===== config.mk =====
export PLATFORM = sky130hd
export DESIGN_NAME = evt_timer32
export DESIGN_NICKNAME = d
export VERILOG_FILES = /design/src/rtl/evt_timer_pkg.sv /design/src/rtl/evt_timer_core.sv /design/src/rtl/evt_timer_regs.sv /design/src/rtl/evt_timer32.sv
export SDC_FILE = /design/constraint.sdc
export NUM_CORES = 1
export LEC_CHECK = 0
export BUFFER_PORTS_ARGS = -buffer_cell sky130_fd_sc_hd__clkbuf_2
export CORE_ASPECT_RATIO = 2
export CORE_UTILIZATION = 40
export CTS_BUF_LIST = sky130_fd_sc_hd__clkbuf_4 sky130_fd_sc_hd__clkbuf_8
export CTS_CLUSTER_DIAMETER = 150
export DETAILED_ROUTE_END_ITERATION = 6
export SETUP_SLACK_MARGIN = 0.2
export SYNTH_ARGS = -nofsm -noshare
export SYNTH_HDL_FRONTEND = slang
export SYNTH_HIERARCHICAL = 1
export SYNTH_SLANG_ARGS = --single-unit

===== constraint.sdc =====
create_clock -name clk_i -period 2.6 [get_ports clk_i]
set_input_delay 0.13 -clock clk_i [delete_from_list [all_inputs] [get_ports clk_i]]
set_output_delay 0.13 -clock clk_i [all_outputs]
set_load 0.005 [all_outputs]

===== src/rtl/evt_timer_pkg.sv =====
package evt_timer_pkg;
   localparam int ADDR_W = 3;

   typedef enum logic [ADDR_W-1:0] {
      A_CTRL   = 3'd0,
      A_LOAD   = 3'd1,
      A_COUNT  = 3'd2,
      A_STATUS = 3'd3,
      A_IEN    = 3'd4
   } reg_addr_e;

   localparam int CTRL_RUN_BIT    = 0;
   localparam int CTRL_RELOAD_BIT = 1;
   localparam int CTRL_TRIG_BIT   = 2;
   localparam int STAT_OVF_BIT    = 0;
   localparam int IEN_OVF_BIT     = 0;
endpackage


===== src/rtl/evt_timer_core.sv =====
module evt_timer_core #(
   parameter int CNT_W     = 32,
   parameter int MIN_DELTA = 3
) (
   input  logic             clk_i,
   input  logic             rst_ni,
   input  logic             tick_i,
   input  logic             ctrl_we_i,
   input  logic             run_wdata_i,
   input  logic             trig_i,
   input  logic             cnt_we_i,
   input  logic [CNT_W-1:0] cnt_wdata_i,
   input  logic [CNT_W-1:0] load_i,
   input  logic             reload_i,
   output logic [CNT_W-1:0] count_o,
   output logic             run_o,
   output logic             wrap_o
);
   localparam logic [CNT_W-1:0] ONES      = {CNT_W{1'b1}};
   localparam logic [CNT_W-1:0] START_MAX = ONES - CNT_W'(MIN_DELTA);

   logic [CNT_W-1:0] count_q;
   logic             run_q;
   logic [CNT_W-1:0] start_val;
   logic             step;

   generate
      if (MIN_DELTA == 0) begin : g_noclamp
         assign start_val = load_i;
      end else begin : g_clamp
         assign start_val = (load_i > START_MAX) ? START_MAX : load_i;
      end
   endgenerate

   assign step   = run_q & tick_i & ~ctrl_we_i & ~cnt_we_i;
   assign wrap_o = step & (count_q == ONES);

   always_ff @(posedge clk_i or negedge rst_ni) begin
      if (!rst_ni) begin
         count_q <= '0;
         run_q   <= 1'b0;
      end else if (ctrl_we_i) begin
         run_q <= run_wdata_i;
         if (trig_i) count_q <= start_val;
      end else if (cnt_we_i) begin
         count_q <= cnt_wdata_i;
      end else if (wrap_o) begin
         if (reload_i) begin
            count_q <= load_i;
         end else begin
            count_q <= '0;
            run_q   <= 1'b0;
         end
      end else if (step) begin
         count_q <= count_q + 1'b1;
      end
   end

   assign count_o = count_q;
   assign run_o   = run_q;

   AST_COUNT_STEP: assert property (@(posedge clk_i) disable iff (!rst_ni)
      (run_q && tick_i && !ctrl_we_i && !cnt_we_i && count_q != ONES) |=> count_q == $past(count_q) + 1'b1);
   AST_STOP_FREEZE: assert property (@(posedge clk_i) disable iff (!rst_ni)
      (!run_q && !ctrl_we_i && !cnt_we_i) |=> $stable(count_q));
   AST_ONESHOT_END: assert property (@(posedge clk_i) disable iff (!rst_ni)
      (wrap_o && !reload_i) |=> (!run_q && count_q == '0));
   AST_RELOAD_COPY: assert property (@(posedge clk_i) disable iff (!rst_ni)
      (wrap_o && reload_i) |=> (run_q && count_q == $past(load_i)));
   AST_START_CLAMP: assert property (@(posedge clk_i) disable iff (!rst_ni)
      (ctrl_we_i && trig_i) |=> count_q <= START_MAX);
endmodule


===== src/rtl/evt_timer_regs.sv =====
module evt_timer_regs
   import evt_timer_pkg::*;
#(
   parameter int CNT_W = 32
) (
   input  logic              clk_i,
   input  logic              rst_ni,
   input  logic              wr_en_i,
   input  logic [ADDR_W-1:0] addr_i,
   input  logic [CNT_W-1:0]  wdata_i,
   input  logic              wrap_i,
   input  logic [CNT_W-1:0]  count_i,
   input  logic              run_i,
   output logic              ctrl_we_o,
   output logic              run_wdata_o,
   output logic              trig_o,
   output logic              cnt_we_o,
   output logic [CNT_W-1:0]  load_o,
   output logic              reload_o,
   output logic              stat_o,
   output logic              ien_o,
   output logic [CNT_W-1:0]  rdata_o
);
   logic [CNT_W-1:0] load_q;
   logic             reload_q;
   logic             stat_q;
   logic             ien_q;
   logic             load_we, stat_we, ien_we;

   always_comb begin
      ctrl_we_o = 1'b0;
      load_we   = 1'b0;
      cnt_we_o  = 1'b0;
      stat_we   = 1'b0;
      ien_we    = 1'b0;
      if (wr_en_i) begin
         case (reg_addr_e'(addr_i))
            A_CTRL:   ctrl_we_o = 1'b1;
            A_LOAD:   load_we   = 1'b1;
            A_COUNT:  cnt_we_o  = 1'b1;
            A_STATUS: stat_we   = 1'b1;
            A_IEN:    ien_we    = 1'b1;
            default:  ;
         endcase
      end
   end

   assign run_wdata_o = wdata_i[CTRL_RUN_BIT];
   assign trig_o      = wdata_i[CTRL_TRIG_BIT];

   always_ff @(posedge clk_i or negedge rst_ni) begin
      if (!rst_ni) begin
         load_q   <= '0;
         reload_q <= 1'b0;
         stat_q   <= 1'b0;
         ien_q    <= 1'b0;
      end else begin
         if (load_we)   load_q   <= wdata_i;
         if (ctrl_we_o) reload_q <= wdata_i[CTRL_RELOAD_BIT];
         if (ien_we)    ien_q    <= wdata_i[IEN_OVF_BIT];
         if (wrap_i)
            stat_q <= 1'b1;
         else if (stat_we && wdata_i[STAT_OVF_BIT])
            stat_q <= 1'b0;
      end
   end

   always_comb begin
      rdata_o = '0;
      case (reg_addr_e'(addr_i))
         A_CTRL: begin
            rdata_o[CTRL_RUN_BIT]    = run_i;
            rdata_o[CTRL_RELOAD_BIT] = reload_q;
         end
         A_LOAD:   rdata_o = load_q;
         A_COUNT:  rdata_o = count_i;
         A_STATUS: rdata_o[STAT_OVF_BIT] = stat_q;
         A_IEN:    rdata_o[IEN_OVF_BIT]  = ien_q;
         default:  rdata_o = '0;
      endcase
   end

   assign load_o   = load_q;
   assign reload_o = reload_q;
   assign stat_o   = stat_q;
   assign ien_o    = ien_q;

   AST_OVF_SETS_FLAG: assert property (@(posedge clk_i) disable iff (!rst_ni)
      wrap_i |=> stat_q);
   AST_W1C_CLEARS: assert property (@(posedge clk_i) disable iff (!rst_ni)
      (stat_we && wdata_i[STAT_OVF_BIT] && !wrap_i) |=> !stat_q);
   AST_LOAD_ONLY: assert property (@(posedge clk_i) disable iff (!rst_ni)
      load_we |=> ($stable(reload_q) && $stable(ien_q)));
endmodule


===== src/rtl/evt_timer32.sv =====
module evt_timer32
   import evt_timer_pkg::*;
#(
   parameter int CNT_W     = 32,
   parameter int MIN_DELTA = 3,
   parameter bit IRQ_REG   = 1'b0
) (
   input  logic              clk_i,
   input  logic              rst_ni,
   input  logic              tick_i,
   input  logic              wr_en_i,
   input  logic [ADDR_W-1:0] addr_i,
   input  logic [CNT_W-1:0]  wdata_i,
   output logic [CNT_W-1:0]  rdata_o,
   output logic              irq_o
);
   generate
      if (CNT_W < 8 || CNT_W > 64) begin : g_bad_width
         $error("evt_timer32: CNT_W must lie in 8..64");
      end
      if (MIN_DELTA < 0 || MIN_DELTA > 255) begin : g_bad_delta
         $error("evt_timer32: MIN_DELTA must lie in 0..255");
      end
   endgenerate

   logic             ctrl_we, run_wdata, trig, cnt_we;
   logic [CNT_W-1:0] load, count;
   logic             reload, run, wrap, stat, ien;
   logic             irq_raw;

   evt_timer_regs #(.CNT_W(CNT_W)) u_regs (
      .clk_i       (clk_i),
      .rst_ni      (rst_ni),
      .wr_en_i     (wr_en_i),
      .addr_i      (addr_i),
      .wdata_i     (wdata_i),
      .wrap_i      (wrap),
      .count_i     (count),
      .run_i       (run),
      .ctrl_we_o   (ctrl_we),
      .run_wdata_o (run_wdata),
      .trig_o      (trig),
      .cnt_we_o    (cnt_we),
      .load_o      (load),
      .reload_o    (reload),
      .stat_o      (stat),
      .ien_o       (ien),
      .rdata_o     (rdata_o)
   );

   evt_timer_core #(.CNT_W(CNT_W), .MIN_DELTA(MIN_DELTA)) u_core (
      .clk_i       (clk_i),
      .rst_ni      (rst_ni),
      .tick_i      (tick_i),
      .ctrl_we_i   (ctrl_we),
      .run_wdata_i (run_wdata),
      .trig_i      (trig),
      .cnt_we_i    (cnt_we),
      .cnt_wdata_i (wdata_i),
      .load_i      (load),
      .reload_i    (reload),
      .count_o     (count),
      .run_o       (run),
      .wrap_o      (wrap)
   );

   assign irq_raw = stat & ien;

   generate
      if (IRQ_REG) begin : g_irq_flop
         logic irq_q;
         always_ff @(posedge clk_i or negedge rst_ni) begin
            if (!rst_ni) irq_q <= 1'b0;
            else         irq_q <= irq_raw;
         end
         assign irq_o = irq_q;
      end else begin : g_irq_comb
         assign irq_o = irq_raw;
      end
   endgenerate

   AST_IRQ_NEEDS_EN: assert property (@(posedge clk_i) disable iff (!rst_ni)
      (irq_o && !IRQ_REG) |-> (ien && stat));
   AST_IRQ_HOLDS: assert property (@(posedge clk_i) disable iff (!rst_ni)
      (!IRQ_REG && stat && ien && !wr_en_i) |=> irq_o);
endmodule


## Word level (Yosys, flattened, before mapping)

Cells that the tools add are included.

| cells by class | value |
|---|---|
| eq/ne operators | 8 |
| reduce and logical (&&, ||, !) cells | 7 |
| mux-type cells | 26 |
| $add $sub $neg | 1 |
| bitwise gates (word level) | 7 |
| order comparisons | 1 |

Operators by type and width:

| kind | count |
|---|---|
| 2-to-1 mux 32 bit | 7 |
| one-hot mux 30 bit (2 select lines) | 1 |
| adder 32 x 1 -> 32 bit (second input constant) | 1 |
| == test 32 bit (second input constant) | 1 |
| > comparator 32 bit (second input constant) | 1 |
| 2-to-1 mux 1 bit | 16 |
| == test 3 x 2 -> 1 bit (second input constant) | 2 |
| AND 1 bit | 5 |
| one-hot mux 1 bit (5 select lines) | 1 |
| != test 2 x 1 -> 1 bit (second input constant) | 2 |
| nonzero test 2 bit | 2 |
| nonzero test 4 bit | 1 |
| == test 3 x 1 -> 1 bit (second input constant) | 1 |
| == test 3 bit (second input constant) | 1 |
| zero test 3 bit | 1 |
| one-hot mux 1 bit (3 select lines) | 1 |
| AND reduction 3 bit | 1 |
| != test 2 bit (second input constant) | 1 |
| NOT 1 bit | 2 |
| AND reduction 2 bit | 1 |
| logical AND 1 bit | 1 |

| word-level totals | value |
|---|---|
| output and inout bits | 33 |
| flip-flop bits (word level) | 68 |
| bits of input ports | 39 |
| logic and storage cells | 56 |

## Longest topological paths before layout

Gate-level depths: netlist of run 1.

| logic depth | value |
|---|---|
| depth after elaboration | 10 |
| gate-level depth with buffers | 11 |
| depth with buffers taken out | 8 |

## By module

The synthesis of run 1 kept the hierarchy.

Modules (own cells, without submodules):

| module | instances | cells an instance | sequential area each (sq um) | area an instance (sq um) |
|---|---|---|---|---|
| evt_timer_core | 1 | 346 | 825.8 | 2844.0 |
| evt_timer_regs | 1 | 133 | 875.8 | 1879.3 |
| evt_timer32 | 1 | 1 | 0.0 | 6.3 |

## Worst setup path before layout of run 1

Ideal clock, no wire load.

| path | value |
|---|---|
| path type | input to register |
| start | in addr_i[1] |
| end | reg u_core.count_q[11] (netlist: u_core/count_o[11]) |
| data arrival time | 2.259 ns |
| slack | 0.203 ns |
| data required time | 2.462 ns |
| library setup time | 0.138 ns |
| path buffers | 2 |
| cell stages on the path | 10 |
| cell sequence | buf_2 nor3b_2 buf_2 and2_1 nand4bb_1 or4_2 nor3_4 nor2_1 a31oi_1 o22ai_1 |

| between the ends | value |
|---|---|
| elaborated cells between the ends (all ways) | 17 |
| those cells by class | eq/ne (2); mux (7); bitwise (5); reduce/logical (3) |

RTL lines:

| item | RTL line | source |
|---|---|---|
| from (decl) | evt_timer32.sv:12 | `input logic [ADDR_W-1:0] addr_i,` |
| == test 3 x 2 -> 1 bit (*) | evt_timer_regs.sv:37 | `case (reg_addr_e'(addr_i))` |
| 2-to-1 mux 1 bit (*) | evt_timer_regs.sv:37 |  |
| 2-to-1 mux 1 bit (*) | evt_timer_regs.sv:36 | `if (wr_en_i) begin` |
| net cnt_we | evt_timer32.sv:26 | `logic ctrl_we, run_wdata, trig, cnt_we;` |
| NOT 1 bit | evt_timer_core.sv:35 | `assign step = run_q & tick_i & ~ctrl_we_i & ~cnt_we_i;` |
| AND 1 bit | evt_timer_core.sv:35 |  |
| AND 1 bit | evt_timer_core.sv:36 | `assign wrap_o = step & (count_q == ONES);` |
| 2-to-1 mux 32 bit | evt_timer_core.sv:47 | `end else if (wrap_o) begin` |
| 2-to-1 mux 32 bit | evt_timer_core.sv:45 | `end else if (cnt_we_i) begin` |
| 2-to-1 mux 32 bit | evt_timer_core.sv:42 | `end else if (ctrl_we_i) begin` |
| to (signal assigned) | evt_timer_core.sv:44 | `if (trig_i) count_q <= start_val;` |
| to (signal assigned) | evt_timer_core.sv:46 | `count_q <= cnt_wdata_i;` |
| to (signal assigned) | evt_timer_core.sv:49 | `count_q <= load_i;` |
| to (decl) | evt_timer_core.sv:22 | `logic [CNT_W-1:0] count_q;` |

The timed path passes the listed nets; every way through them passes the cells marked *.
A chain may end at the register's enable or synchronous reset.

## Final worst setup path of run 1

| path | value |
|---|---|
| start | reg u_core.count_q[26] (netlist: u_core/count_o[26]) |
| end | reg u_core.count_q[1] (netlist: u_core/count_o[1]) |

| between the ends | value |
|---|---|
| word-level cells in the longest chain between the ends | 5 |
| elaborated cells between the ends (all ways) | 7 |
| those cells by class | eq/ne (1); mux (3); bitwise (1); reduce/logical (2) |

Ends and longest elaborated chain:

| item | RTL line |
|---|---|
| == test 32 bit (*) | evt_timer_core.sv:36 |
| AND 1 bit (*) | evt_timer_core.sv:36 |
| 2-to-1 mux 32 bit | evt_timer_core.sv:47 |
| 2-to-1 mux 32 bit | evt_timer_core.sv:45 |
| 2-to-1 mux 32 bit | evt_timer_core.sv:42 |

Mark *: on every way between the ends. The rest lies on a longest branch, timed or not.

==> results.md, run 1 <==
Outcome:
- The run finished with clean final reports.

Floorplan:
- For this configuration, the core starts out at a cell density of 0.414.
- The total area inside the core boundary comes to 11400 um^2.
- The area of the die is 12300 um^2.
- The count of boundary I/O pins is 72.
- The number of cell rows is 55.
- The floorplan step set the die width to 78.9 um.
- The floorplan die height is 156 um.

Critical path:
- The capturing element type of the critical path is a flip-flop.
- The data arrival time of the critical path is 2.59 ns.
- The category of the critical setup timing path is flip-flop to flip-flop.
- STA classifies the critical path startpoint as a flip-flop.
- The required time of the worst setup path is 2.87 ns.
- In this run the worst path has a maximum fanout of 7.

Layout:
- The number of nets in the final layout is 602.
- The filler cell count in the final layout is 1154.
- For this run, the share of the core covered by cells in the final layout is 0.484.
- Relative to the synthesized area, the layout overhead comes to 16.8%.
- The antenna diode instance count is 0.
- The share of cells above drive strength 1 is 0.327.

Detailed routing:
- The wire length per cell is 22.9 um.
- The number of iterations in the first detailed-routing pass is 7.
- Dividing the detail-routed via count by the number of cells gives 6.35.
- The detailed-route wire length is 16200 um.
- The detail route stage leaves a number of antenna-violating nets equal to 0.
- The via total after detailed routing is 4496.
- The first routing iteration left 421 violations.
- In the routed design, unresolved DRC markers number 0.

Place:
- The HPWL after detailed placement is 11500 um.
- During placement, the flow inserted port buffers numbering 71.
- The placer's final routability congestion estimate is 0.869.
- Prior to clock tree synthesis, the placed netlist has a worst setup slack of 0.219 ns.

CTS:
- The H-tree generated during clock tree synthesis spans 3 levels.
- The TritonCTS buffer count is 9.
- Counting along the longest clock path gives a buffer depth of 2.
- The number of clock sinks seen by CTS is 68.
- TritonCTS built the clock tree.
- The clock insertion delay at the later pin of the skew report is 0.36 ns.
- The cell at the root of the clock tree is clkbuf_8.
- After clock tree synthesis, the clock-pin slew on the worst setup and hold paths is 0.08 ns.

Timing:
- The worst setup skew after layout is 0.00909 ns.
- The setup TNS is 0 ns.
- For the pin with the worst max-slew slack, the measured transition is 0.672 ns.
- In this run the tightest slew margin relative to its limit is 0.552.
- The final critical-path required period is 2.32 ns.
- The final-report hold violation count was 0.
- Setup violations remaining at the end of the flow were counted as 0.
- Setup repair after global routing left no endpoint under its margin.
- On the final layout, the worst hold slack is 0.0157 ns.
- Static timing analysis puts the maximum clock frequency at 0.431 GHz.
- The ratio of final minimum period to clock period is 0.893.
- In the post-route analysis, the smallest setup slack over all paths is 0.278 ns.
- The number of max-slew violations in the final report was 0.

Yosys:
- After technology mapping, the gate count stands at 480.
- Synthesis inferred 68 register bits.
- The post-synthesis average cell area is 9.85 um^2.
- The count of synthesis-stage warnings from yosys is 6.
- For this run, the leading register cell type out of synthesis is dfrtp_1.
- In the synthesized netlist the async set-or-reset flop fraction comes to 1.00.
- Synthesis produced a netlist with a net count of 520.
- Yosys mapped the design onto 68 distinct sky130hd cell types.
- The synthesized design contains 0 enable-type register cells.
- For this run, the register share of the synthesized area comes to 0.360.
- The mapped netlist covers 4730 um^2.

Run:
- Across the run, the number of max-cap violations was 0.

Global route:
- The number of global-route vias before repair is 4588.
- The number of antenna violations at the first check in global routing came to 0.
- Entering global routing, the biggest net connects 44 pins.
- The global-route track usage on met1 is 0.306.
- For this run, global-route usage on met3 was measured as 0.0480.
- The routing layer with the top usage in global route is met2.
- The first global-routing pass estimated 25400 um of wire.
- The total congestion overflow after global routing is 0.
- Across every metal layer, demand over resource in global routing totals 0.275.
- The met2 global-route usage is 0.499.

Power and ir drop:
- For this design the total switching power over the nets is 0.00170 W.
- Of the total power, the share spent switching nets is 0.400.
- The leakage power of the design is 2.36 nW.
- The total internal power is 0.00255 W.
- The total power is 0.00426 W.
- The maximum ir drop on the vdd rail is 0.363 mV.
- The share of total power dissipated in combinational logic is 0.319.
- The share of total power dissipated in the clock network is 0.209.
- In this run the power density over the cells is 770 nW/um^2.
- The part of the power in registers is 0.472.

Hold path:
- The type of the tightest min-delay check is input port to flip-flop.
final cells by class:
cell class	instances	area, um^2	area share
clock buffer	10	138	0.0249
sequential	68	1710	0.310
timing repair buffer	108	661	0.120
inverter	5	18.8	0.00340
multi-input combinational	370	2770	0.501
clock inverter	5	52.6	0.00951
tap	142	178	0.0322
sequential cells by signal (all words and copies together) (netlist names):
name / flops
u_regs/stat_o: 1
u_regs/reload_o: 1
u_regs/load_o: 32
u_core/run_o: 1
u_regs/ien_o: 1
u_core/count_o: 32
layout by cell type (no fill, tap or decap), drive strengths merged, types with 5 or more instances in the layout:
cell,instances
a21oi,28
nand3,19
a31oi,13
o22ai,12
dfrtp,68
xor2,8
a22oi,5
a221o,8
a221oi,18
o21ai,21
nand4,25
nand2,25
a22o,32
and2,5
nor3,7
nor2,41
xnor2,10
nor4,7
and3,8
clkbuf,80
inv,5
buf,37
mux2,34
synth_stat cells, types with 7 or more instances:
| cell type | count | area (um^2) |
|---|---|---|
| a21oi_1 | 27 | 135 |
| a221o_1 | 7 | 70.1 |
| a221oi_1 | 18 | 158 |
| a22o_1 | 32 | 280 |
| a31oi_1 | 13 | 81.3 |
| and3_1 | 8 | 50.1 |
| buf_2 | 12 | 60.1 |
| clkbuf_1 | 10 | 37.5 |
| dfrtp_1 | 68 | 1700 |
| mux2_4 | 30 | 450 |
| nand2_1 | 24 | 90.1 |
| nand3_1 | 18 | 90.1 |
| nand4_1 | 23 | 144 |
| nor2_1 | 39 | 146 |
| o21ai_0 | 19 | 95.1 |
| o22ai_1 | 12 | 75.1 |
| xnor2_1 | 10 | 87.6 |
| xor2_1 | 8 | 70.1 |
worst paths after layout:
path                                    start                 end  slack [ns]  cells past startpoint
max                        u_core/count_o[26]   u_core/count_o[1]        0.28                      6
min                               wdata_i[27]   u_regs/load_o[27]        0.02                      2
max reg2reg                u_core/count_o[26]   u_core/count_o[1]        0.28                      6
min reg2reg                     u_regs/stat_o       u_regs/stat_o        0.52                      1
max in group asynchronous              rst_ni  u_core/count_o[20]        1.60                      3
min in group asynchronous              rst_ni   u_regs/load_o[27]        0.32                      2
routing by layer:
metal / wire (um) / part of all wire / vias to the layer above
met5: 0 / 0 / -
met4: 526 / 0.032 / 0
met3: 874 / 0.054 / 40
met2: 8860 / 0.55 / 220
met1: 5920 / 0.37 / 2202
li1: - / - / 2034
power by group through the flow:
stage                     Clock (W)  Sequential, W  Combinational, W
after global routing       0.000956        0.00207           0.00148
after CTS                  0.000918        0.00199           0.00134
final                      0.000890        0.00201           0.00136
after floorplan                   0        0.00179          0.000995
after global placement            0        0.00199           0.00130
after detailed placement          0        0.00200           0.00134
critical path, stage by stage (launching register included):
cell and delay, ns:
dfrtp_2 0.45, nand4_1 0.14, or4_2 0.78, nor4_4 0.37, buf_4 0.18, o21ai_0 0.11
a31oi_1 0.21
per-stage QoR:
step	cell area, um^2	cells
final	5520	708
after global placement	5310	691
after floorplan	4730	480
after CTS	5510	707
after detailed placement	5310	691
after global routing	5520	708
timing repair:
action / in CTS / in global routing
buffers inserted: 0 / 1
hold buffers: 1 / 0
resized for setup: 0 / 7
endpoints found under the setup margin: 0 / 4
endpoints found under the hold margin: 25 / 0
kinds of logic (layout without fill, tap and decap cells):
group / after synthesis / after routing / share of synthesized area
adder cells (fa/ha/maj): 1 / 1 / 0.00265
flip-flops: 68 / 68 / 0.360
XOR/XNOR: 18 / 18 / 0.0333
AND/OR/NAND/NOR: 153 / 153 / 0.189
buffers and inverters: 42 / 128 / 0.0587
AO/OA/AOI/OAI: 162 / 162 / 0.247
multiplexers: 36 / 36 / 0.109
Note: power is estimated with default switching activity, not from simulation.
==> inputs of run 2 (changes only) <==
- CORE_UTILIZATION: 40 -> 60
- PLACE_DENSITY: unset -> 0.84
==> run 2 against run 1 <==
Fmax increased by 1.2%. Design area decreased by 0.84%. Critical path depth increased by 1. Via count increased by 4.4%. Hold slack improved by 0.0085 ns. Flip-flop and latch count unchanged. Utilization increased by 24 points. Combinational power about the same. Global-route usage increased by 11 points. Sequential power about the same. Highest routed layer unchanged.
==> results.md, run 2 (same netlist as run 1, synthesis figures left out) <==
Floorplan:
- The area of the die is 8260 um^2 (was 12300 um^2).
- The count of boundary I/O pins is 72 (unchanged).
- The floorplan die height was 128 um (was 156 um).
- The starting density of the core is 0.622 (was 0.414).
- The core area is 7600 um^2 (was 11400 um^2).
- The die boundary width is 64.8 um (was 78.9 um).
- The number of cell rows came to 45 (was 55).

Layout:
- The antenna diode instance count came to 0 (unchanged).
- The share of cells above drive strength 1 was 0.323 (was 0.327).
- Most used cells in the layout excluding fill and tap cells: 70 x clkbuf_2, 64 x dfrtp_1, 37 x nor2_1, 32 x a22o_1, 31 x buf_4 (was 70 x clkbuf_2, 61 x dfrtp_1, 38 x nor2_1, 34 x buf_4, 32 x a22o_1).
- The filler cell count in the final layout is 585 (was 1154).
- The number of nets in the final layout came to 599 (was 602).
- The area growth from synthesis to layout is 15.8% (was 16.8%).
- The most common cell after layout, fill and taps aside is clkbuf_2 (unchanged).

Timing:
- The setup TNS is 0 ns (unchanged).
- The final count of negative-setup-slack endpoints is 0 (unchanged).
- The ratio of final minimum period to clock period came to 0.883 (was 0.893).
- The worst setup skew after layout is 0.00806 ns (was 0.00909 ns).
- The number of max-slew violations in the final report came to 0 (unchanged).
- The final worst-path setup slack is 0.304 ns (was 0.278 ns).
- The slew at the pin closest to its max-slew limit was 0.667 ns (was 0.672 ns).
- The final-report hold violation count is 0 (unchanged).
- Setup repair after global routing missed its margin: no (unchanged).
- The final critical-path required period is 2.30 ns (was 2.32 ns).
- The timing-limited maximum frequency was 0.436 GHz (was 0.431 GHz).
- The relative max-transition margin is 0.556 (was 0.552).

CTS:
- The clock insertion delay at the later pin of the skew report came to 0.35 ns (was 0.36 ns).
- The CTS tree is yes (unchanged).
- The TritonCTS buffer count was 9 (unchanged).
- The level count of the clock H-tree is 3 (unchanged).
- The number of clock sinks seen by CTS is 68 (unchanged).
- The clock edge transition at the registers on the reported setup and hold paths is 0.07 ns (was 0.08 ns).
- The deepest clock path buffer count is 2 (unchanged).
- The cell at the root of the clock tree is clkbuf_8 (unchanged).

Power and ir drop:
- The logic gate share of total power is 0.313 (was 0.319).
- The maximum ir drop on the vdd rail is 0.529 mV (was 0.363 mV).
- The net switching fraction of the power is 0.390 (was 0.400).
- The part of the power in registers came to 0.459 (was 0.472).
- The power per standard cell area is 797 nW/um^2 (was 770 nW/um^2).
- The leakage power of the design was 2.36 nW (about the same).
- The power share of the clock group is 0.228 (was 0.209).
- The switching power summed over all nets is 0.00170 W (about the same).
- The total internal power came to 0.00266 W (was 0.00255 W).

Place:
- The post-place setup slack was 0.142 ns (was 0.219 ns).
- The number of port buffers was 71 (unchanged).
- The placer's final routability congestion estimate is 0.993 (was 0.869).
- The sum of net half-perimeters after detailed placement is 10900 um (was 11500 um).

Global route:
- The total congestion overflow after global routing is 0 (unchanged).
- The global-route total usage across every layer is 0.389 (was 0.275).
- The pin count of the biggest net entering global routing came to 42 (was 44).
- The wire length of the first global-routing pass was 24100 um (was 25400 um).
- The number of antenna violations at the first check in global routing is 0 (unchanged).
- The number of global-route vias before repair is 4513 (was 4588).

Detailed routing:
- The wire length per cell is 23.5 um (was 22.9 um).
- The antenna violation net count after detailed routing is 0 (unchanged).
- The remaining routing DRC violations is 0 (unchanged).
- The initial detailed-routing violation count is 619 (was 421).
- The number of iterations in the first detailed-routing pass is 5 (was 7).
- The detailed-route wire length was 15500 um (was 16200 um).
- The via total after detailed routing came to 4694 (was 4496).
- The via density per instance is 7.13 (was 6.35).

Critical path:
- The capturing element type of the critical path is a flip-flop (unchanged).
- The internal reg-to-reg setup slack is 0.30 ns (was 0.28 ns).
- The required time of the worst setup path is 2.88 ns (was 2.87 ns).
- The reg-to-reg critical path startpoint is u_core/count_o[23] (was u_core/count_o[26]).
- The category of the critical setup timing path is flip-flop to flip-flop (unchanged).
- The startpoint type of the worst setup path is a flip-flop (unchanged).
- The data arrival time of the critical path is 2.58 ns (was 2.59 ns).
- The beginning of the critical path was u_core/count_o[23] (was u_core/count_o[26]).
- The biggest fanout along the worst timing path came to 6 (was 7).

Run:
- The number of maximum-capacitance constraint violations came to 0 (unchanged).

Outcome:
- Run status: finished, final reports clean (unchanged).

Hold path:
- The hold path startpoint is wdata_i[5] (was wdata_i[27]).
- The type of the tightest min-delay check is input port to flip-flop (unchanged).
-- run 2: path summary, 6_finish.rpt --
check,endpoint,cells past startpoint
max,u_core/count_o[18],7
min,u_regs/load_o[5],2
max reg2reg,u_core/count_o[18],7
min reg2reg,u_regs/stat_o,1
max in group asynchronous,u_core/count_o[1],3
min in group asynchronous,u_regs/load_o[9],2
-- run 2: through the flow --
stage / power, W / area (um^2) / utilization / hold slack (ns) / instances
finish: 0.00437 / 5480 / 0.721 / 0.0242 / 658
global route: 0.00459 / 5480 / 0.721 / 0.0117 / 658
CTS: 0.00431 / 5470 / 0.720 / 0.0161 / 658
detailed placement: 0.00330 / 5210 / 0.686 / 0.193 / 640
global placement: 0.00321 / 5210 / 0.686 / 0.188 / 640
floorplan: 0.00278 / 4730 / - / -0.166 / 480
-- run 2: final cells by class --
| cell class | instances | area (um^2) | share of cell area |
|---|---|---|---|
| clock inverters | 4 | 72.6 | 0.0132 |
| repair buffers | 105 | 638 | 0.116 |
| multi-input cells | 370 | 2770 | 0.506 |
| flip-flops and latches | 68 | 1710 | 0.312 |
| well taps | 94 | 118 | 0.0215 |
| clock buffers | 12 | 153 | 0.0279 |
| inverters | 5 | 18.8 | 0.00343 |
-- run 2: layer usage --
metal	track usage	wire length, um	part of all wire	vias to the layer above
met5	0	0	0	-
met4	0.235	877	0.057	0
met3	0.0670	936	0.061	72
met2	0.678	8200	0.53	294
met1	0.426	5450	0.35	2295
li1	-	-	-	2033
-- run 2: repair_timing --
item,in CTS,in global routing
setup endpoints to repair,6,5
hold buffers,1,0
pin swaps,1,1
cloned,0,0
endpoints found under the hold margin,27,0
gates resized for setup,1,5
buffers inserted,1,0
-- run 2: critical path: stages (launching register included) --
cell and delay [ns]:
dfrtp_1 0.46, nand4_1 0.15, or4_2 0.77, nor4_4 0.33, buf_4 0.21, nand2_4 0.05
a21oi_2 0.13, o22a_1 0.14
-- run 2: power by group through the flow --
| stage | Clock (W) | Combinational [W] | Sequential [W] |
|---|---|---|---|
| after floorplan | 0 | 0.000995 | 0.00179 |
| after global placement | 0 | 0.00126 | 0.00196 |
| after detailed placement | 0 | 0.00132 | 0.00199 |
| after CTS | 0.00100 | 0.00133 | 0.00197 |
| after global routing | 0.00105 | 0.00149 | 0.00205 |
| final | 0.000995 | 0.00137 | 0.00200 |
